`src/rtl/post_tx_defer_pkg.sv`:
```
package post_tx_defer_pkg;
  typedef enum logic [2:0] {
    ST_TX    = 3'd0,
    ST_BLIND = 3'd1,
    ST_PH1   = 3'd2,
    ST_PH2   = 3'd3,
    ST_GAP   = 3'd4,
    ST_DONE  = 3'd5
  } defer_state_e;
endpackage

```
`src/rtl/defer_cnt.sv`:
```
module defer_cnt #(
  parameter int W = 7
) (
  input  logic         clk_i,
  input  logic         rst_ni,
  input  logic         clr_i,
  input  logic         inc_i,
  output logic [W-1:0] cnt_o
);
  always_ff @(posedge clk_i or negedge rst_ni) begin
    if (!rst_ni)     cnt_o <= '0;
    else if (clr_i)  cnt_o <= '0;
    else if (inc_i)  cnt_o <= cnt_o + 1'b1;
  end

  AST_CLR_WINS: assert property (@(posedge clk_i) disable iff (!rst_ni)
    clr_i |=> (cnt_o == '0));
endmodule

```
`src/rtl/defer_fsm.sv`:
```
module defer_fsm
  import post_tx_defer_pkg::*;
#(
  parameter int BLIND_BITS = 40,
  parameter int PH1_BITS   = 20,
  parameter int PH2_BITS   = 36,
  parameter int GAP_BITS   = 96,
  parameter int W          = 7
) (
  input  logic         clk_i,
  input  logic         rst_ni,
  input  logic         bit_en_i,
  input  logic         tx_active_i,
  input  logic         crs_i,
  input  logic         two_part_dis_i,
  input  logic [W-1:0] cnt_i,
  output logic         cnt_clr_o,
  output logic         cnt_inc_o,
  output logic         done_o
);
  localparam logic [W-1:0] BLIND_LAST = W'(BLIND_BITS - 1);
  localparam logic [W-1:0] PH1_LAST   = W'(PH1_BITS - 1);
  localparam logic [W-1:0] PH2_LAST   = W'(PH2_BITS - 1);
  localparam logic [W-1:0] GAP_LAST   = W'(GAP_BITS - 1);

  defer_state_e state_q, state_d;

  always_comb begin
    state_d   = state_q;
    cnt_clr_o = 1'b0;
    cnt_inc_o = 1'b0;
    if (tx_active_i) begin
      state_d   = ST_TX;
      cnt_clr_o = 1'b1;
    end else begin
      unique case (state_q)
        ST_TX: begin
          state_d   = ST_BLIND;
          cnt_clr_o = 1'b1;
        end
        ST_BLIND: if (bit_en_i) begin
          if (cnt_i == BLIND_LAST) begin
            cnt_clr_o = 1'b1;
            state_d   = two_part_dis_i ? ST_GAP : ST_PH1;
          end else cnt_inc_o = 1'b1;
        end
        ST_PH1: begin
          if (crs_i) cnt_clr_o = 1'b1;  // restart phase one only
          else if (bit_en_i) begin
            if (cnt_i == PH1_LAST) begin
              cnt_clr_o = 1'b1;
              state_d   = ST_PH2;
            end else cnt_inc_o = 1'b1;
          end
        end
        ST_PH2: if (bit_en_i) begin
          if (cnt_i == PH2_LAST) begin
            cnt_clr_o = 1'b1;
            state_d   = ST_DONE;
          end else cnt_inc_o = 1'b1;
        end
        ST_GAP: if (bit_en_i) begin
          if (cnt_i == GAP_LAST) begin
            cnt_clr_o = 1'b1;
            state_d   = ST_DONE;
          end else cnt_inc_o = 1'b1;
        end
        default: ;
      endcase
    end
  end

  always_ff @(posedge clk_i or negedge rst_ni) begin
    if (!rst_ni) begin
      state_q <= ST_DONE;
      done_o  <= 1'b1;
    end else begin
      state_q <= state_d;
      done_o  <= (state_d == ST_DONE);
    end
  end

  AST_TX_DROPS_DONE: assert property (@(posedge clk_i) disable iff (!rst_ni)
    tx_active_i |=> !done_o);
  AST_BLIND_IGNORES_CRS: assert property (@(posedge clk_i) disable iff (!rst_ni)
    (state_q == ST_BLIND && !tx_active_i && bit_en_i && cnt_i != BLIND_LAST)
      |=> (cnt_i == $past(cnt_i) + 1'b1));
  AST_PH1_RESTART: assert property (@(posedge clk_i) disable iff (!rst_ni)
    (state_q == ST_PH1 && !tx_active_i && crs_i) |=> (cnt_i == '0 && state_q == ST_PH1));
  AST_PH2_NO_RESTART: assert property (@(posedge clk_i) disable iff (!rst_ni)
    (state_q == ST_PH2 && !tx_active_i && bit_en_i && cnt_i != PH2_LAST)
      |=> (cnt_i == $past(cnt_i) + 1'b1));
  AST_GAP_NO_RESTART: assert property (@(posedge clk_i) disable iff (!rst_ni)
    (state_q == ST_GAP && !tx_active_i && bit_en_i && cnt_i != GAP_LAST)
      |=> (cnt_i == $past(cnt_i) + 1'b1));
  AST_DONE_ON_ENABLE: assert property (@(posedge clk_i) disable iff (!rst_ni)
    $rose(done_o) |-> $past(bit_en_i));
  AST_DONE_HOLD: assert property (@(posedge clk_i) disable iff (!rst_ni)
    (done_o && !tx_active_i) |=> done_o);
  AST_NO_STEP_IDLE: assert property (@(posedge clk_i) disable iff (!rst_ni)
    (!bit_en_i && !tx_active_i && state_q != ST_TX && state_q != ST_PH1) |=> $stable(cnt_i));
  AST_CNT_BOUND: assert property (@(posedge clk_i) disable iff (!rst_ni)
    cnt_i <= GAP_LAST);
endmodule

```
`src/rtl/post_tx_defer.sv`:
```
module post_tx_defer #(
  parameter int BLIND_BITS = 40,
  parameter int PH1_BITS   = 20,
  parameter int PH2_BITS   = 36,
  parameter int GAP_BITS   = 96
) (
  input  logic clk_i,
  input  logic rst_ni,
  input  logic bit_en_i,
  input  logic tx_active_i,
  input  logic crs_i,
  input  logic two_part_dis_i,
  output logic defer_done_o
);
  localparam int MAX_A = (BLIND_BITS > PH1_BITS) ? BLIND_BITS : PH1_BITS;
  localparam int MAX_B = (PH2_BITS > GAP_BITS) ? PH2_BITS : GAP_BITS;
  localparam int MAX_N = (MAX_A > MAX_B) ? MAX_A : MAX_B;
  localparam int CNT_W = $clog2(MAX_N + 1);

  logic [CNT_W-1:0] cnt;
  logic             cnt_clr, cnt_inc;

  defer_cnt #(.W(CNT_W)) u_cnt (
    .clk_i  (clk_i),
    .rst_ni (rst_ni),
    .clr_i  (cnt_clr),
    .inc_i  (cnt_inc),
    .cnt_o  (cnt)
  );

  defer_fsm #(
    .BLIND_BITS (BLIND_BITS),
    .PH1_BITS   (PH1_BITS),
    .PH2_BITS   (PH2_BITS),
    .GAP_BITS   (GAP_BITS),
    .W          (CNT_W)
  ) u_fsm (
    .clk_i          (clk_i),
    .rst_ni         (rst_ni),
    .bit_en_i       (bit_en_i),
    .tx_active_i    (tx_active_i),
    .crs_i          (crs_i),
    .two_part_dis_i (two_part_dis_i),
    .cnt_i          (cnt),
    .cnt_clr_o      (cnt_clr),
    .cnt_inc_o      (cnt_inc),
    .done_o         (defer_done_o)
  );
endmodule

```
`config.mk`:
```
export PLATFORM = sky130hd
export DESIGN_NAME = post_tx_defer
export DESIGN_NICKNAME = d
export VERILOG_FILES = /design/src/rtl/post_tx_defer_pkg.sv /design/src/rtl/defer_cnt.sv /design/src/rtl/defer_fsm.sv /design/src/rtl/post_tx_defer.sv
export SDC_FILE = /design/constraint.sdc
export NUM_CORES = 1
export LEC_CHECK = 0
export ABC_AREA = 1
export BUFFER_PORTS_ARGS = -buffer_cell sky130_fd_sc_hd__buf_2
export CELL_PAD_IN_SITES_DETAIL_PLACEMENT = 0
export CELL_PAD_IN_SITES_GLOBAL_PLACEMENT = 2
export CORE_ASPECT_RATIO = 1.75
export CORE_UTILIZATION = 29
export CTS_CLUSTER_SIZE = 20
export DETAILED_ROUTE_END_ITERATION = 6
export GPL_TIMING_DRIVEN = 0
export PLACE_DENSITY_LB_ADDON = 0.08
export SLEW_MARGIN = 40
export SYNTH_ARGS = -nofsm -noshare
export SYNTH_HDL_FRONTEND = slang
export SYNTH_SLANG_ARGS = --single-unit
export TNS_END_PERCENT = 50
```
`constraint.sdc`:
```
create_clock -name clk_i -period 1.5 [get_ports clk_i]
set_input_delay 0.3 -clock clk_i [delete_from_list [all_inputs] [get_ports clk_i]]
set_output_delay 0.3 -clock clk_i [all_outputs]
set_load 0.02 [all_outputs]
```
==> impl_metrics.toml <==
[status]
status = "finished with violations"
violations = "negative setup slack"

[yosys]
avgSynthCellArea_um2 = 6.83
synth-simple-area-share_pct = 45.6
synth_compound_area_share_pct = 6.60
synth_fp_nets = 143
yosysSeqAreaShare_pct = 30.1
netlist_area_um2 = 928
synthAdderAreaFrac_pct = 1.35
synth_xor_area_share_pct = 4.72
ys_ff_latch = 11
synth_top_family_by_area = "simple AND/OR/NAND/NOR gates"
synth_warnings = 0
synth_mux_area_share_pct = 0
synthCells = 136
ys_types = 21

[worst_setup_path]
reg2reg_to = "u_cnt.cnt_o[5]"
cpPeakStageDelay_ns = 0.61
required_ns = 1.63
r2r_setup_slack_ns = -0.04
crit_path_start_kind = "register"
cp-endpoint = "u_cnt.cnt_o[5]"
ff2ff_path_depth = 10
critPathMostFrequentCell = "nand2_2"
crit_chain = "nand2_2 > nor2_4 > nand3_2 > nand2_1 > nand2_2 > nand2_2 > nor2_4 > buf_6 > nand3_1 > nand2_1"
path_class = "reg -> reg"
cp_slowest_cell = "dfstp_2"
crit_start = "u_fsm.state_q[0]"
worstSetupEndpointType = "register"
r2r-start = "u_fsm.state_q[0]"
critPathMaxFanout = 6
arrival_ns = 1.66

[power]
p_total_uw = 971
p_leak_uw = 0.000584
vdd_drop_max_mv = 0.395
powerDensity_nw_per_um2 = 795

[min_path]
hp-class = "in -> reg"

[floorplanning]
start_util_pct = 31.0
die_w_um = 44.8
pin_count = 7
fp-row-count = 26
dieArea_um2 = 3440
dieHeight_um = 76.9
core_um2 = 2990

[placed_design]
dp_cells = 183
dp_hpwl_mm = 1.86
place_congestion = 0.745
io_buffers = 5
placed_cell_area_um2 = 1010

[timing]
fmax_mhz = 649
tightest_slew_ns = 0.274
post-route-period-util_pct = 103
final-setup-viol-count = 7
finalSetupTns_ns = -0.210
relSlewSlack_pct = 81.7
setup_slack_ns = -0.0399
fin_skew_ns = 0.00316
slew_viol_final = 0
hold_violations = 0
period_minus_slack_ns = 1.54
grt_setup_unrepaired = "true"

[drt]
drt_iter0_drc = 12
wl_per_cell_um = 12.1
post_drt_via_cell_ratio = 4.55
first_pass_iters = 4
final_antenna_net_count = 0
wirelength_mm = 2.34
num_vias = 882
drcViolationCount = 0

[final_layout]
syn2layout_area_growth_pct = 31.5
finalNetCount = 160
fin_area_um2 = 1220
fillCellCount = 341
num_antenna_cells = 0
drive_gt1_share_pct = 40.1
stdcell_count = 194

[grt]
grt_pass1_vias = 887
grt_max_degree = 12
grt.total_usage_pct = 16.1
grt_pass1_wl_mm = 4.04
antenna_found_initial = 0
gr-total-overflow = 0

[clock_network]
cts_buffer_depth = 2
htreeDepth = 1
clk_latency_ns = 0.24
root_buffer = "clkbuf_8"
clock-sinks = 11
clkSlewWorstSetupHoldPaths_ns = 0.05
cts_inserted_buffers = 3
cts_tree = "yes"

[job]
maxCapViolCount = 0
state kept, by name, indices dropped and copies added, names as in the netlist:
signal         cells
u_cnt.cnt_o        7
u_fsm.state_q      3
u_fsm.done_o       1
per-stage QoR:
| step | utilization, % | worst slack (ns) | hold slack (ns) |
|---|---|---|---|
| finish | 40.8 | -0.0399 | 0.349 |
| global route | 40.8 | -0.127 | 0.370 |
| CTS | 38.5 | -0.0459 | 0.346 |
| detailed placement | 33.7 | -0.176 | 0.186 |
| global placement | 33.7 | -0.180 | 0.183 |
| floorplan | - | 0.0245 | 0.00441 |
worst max-delay path, delay by kind of cell (launching register included):
kind                   cells  cell delay, ns
and+or+nand+nor            9            0.69
DFF                        1            0.61
buffers and inverters      1            0.13
power by group:
group / internal, uW / total (uW) / switching [uW]
Sequential: 319 / 346 / 27.3
Combinational: 127 / 331 / 204
Clock: 186 / 294 / 108
Total: 632 / 971 / 339
layer usage:
metal / vias to the layer above / GRT usage [%] / wire length (um)
met5: - / 0 / 0
met4: 0 / 5.45 / 16
met3: 2 / 2.82 / 36
met2: 6 / 29.1 / 1380
met1: 408 / 17.9 / 914
li1: 466 / - / -
synthesized netlist by cell type:
master	count	area, um2
a21oi_1	3	15.0
inv_2	5	18.8
inv_1	15	56.3
dfrtp_1	8	200
buf_6	3	33.8
nand2_1	33	124
nand3_2	4	40.0
xor2_1	5	43.8
nand3_1	24	120
nand3b_1	2	15.0
ha_1	1	12.5
nand4_1	1	6.26
nor2_1	9	33.8
nor2_4	1	11.3
nand2_2	2	12.5
nor3_1	2	10.0
o21ai_1	1	5.00
nor2_2	8	50.1
o21ai_0	5	25.0
dfstp_2	3	78.8
o21ai_4	1	16.3
layout make-up:
class | count | area, um2 | share of cell area [%]
Tap cell | 42 | 52.6 | 4.30
Multi-Input combinational cell | 102 | 647 | 53.0
Inverter | 20 | 77.6 | 6.35
Clock buffer | 4 | 45.0 | 3.69
Sequential cell | 11 | 282 | 23.1
Buffer | 3 | 33.8 | 2.77
Timing Repair Buffer | 12 | 83.8 | 6.86
kinds of logic after synthesis:
kind of cell | after synthesis
AOI/OAI and AO/OA | 10
xor gates and xnor gates | 5
adders and majority gates | 1
buffers and inverters | 23
DFF | 11
and+or+nand+nor | 86
layout by cell type (no fill, tap or decap), types with 3 or more instances in the layout:
cell	n
nand2_1	25
nand3_1	22
inv_1	13
nand2_2	9
nor2_4	7
inv_2	6
nor2_2	6
dfrtp_1	6
nor2_1	5
xor2_1	5
buf_2	5
buf_4	5
nand3_2	4
buf_6	4
o21ai_0	3
a21oi_1	3
clkbuf_8	3
dfstp_2	3
how the worst min path moves through the flow:
stage	start	end	slack, ns	cells after the start
after floorplan	rst_ni	u_cnt.cnt_o[0]	0.004	0
after global placement	rst_ni	u_cnt.cnt_o[1]	0.18	1
after detailed placement	rst_ni	u_cnt.cnt_o[1]	0.19	1
after CTS	bit_en_i	u_fsm.state_q[0]	0.35	3
after global routing	bit_en_i	u_fsm.state_q[0]	0.37	3
final	bit_en_i	u_fsm.state_q[0]	0.35	3
timing repair:
item	CTS	global route
resized for setup	15	19
hold buffers	1	0
hold endpoints to repair	8	0
gates cloned	1	0
pin swaps	15	9
buffers inserted	4	1
endpoints found under the setup margin	8	9
Power figures use the tool's default switching activity.
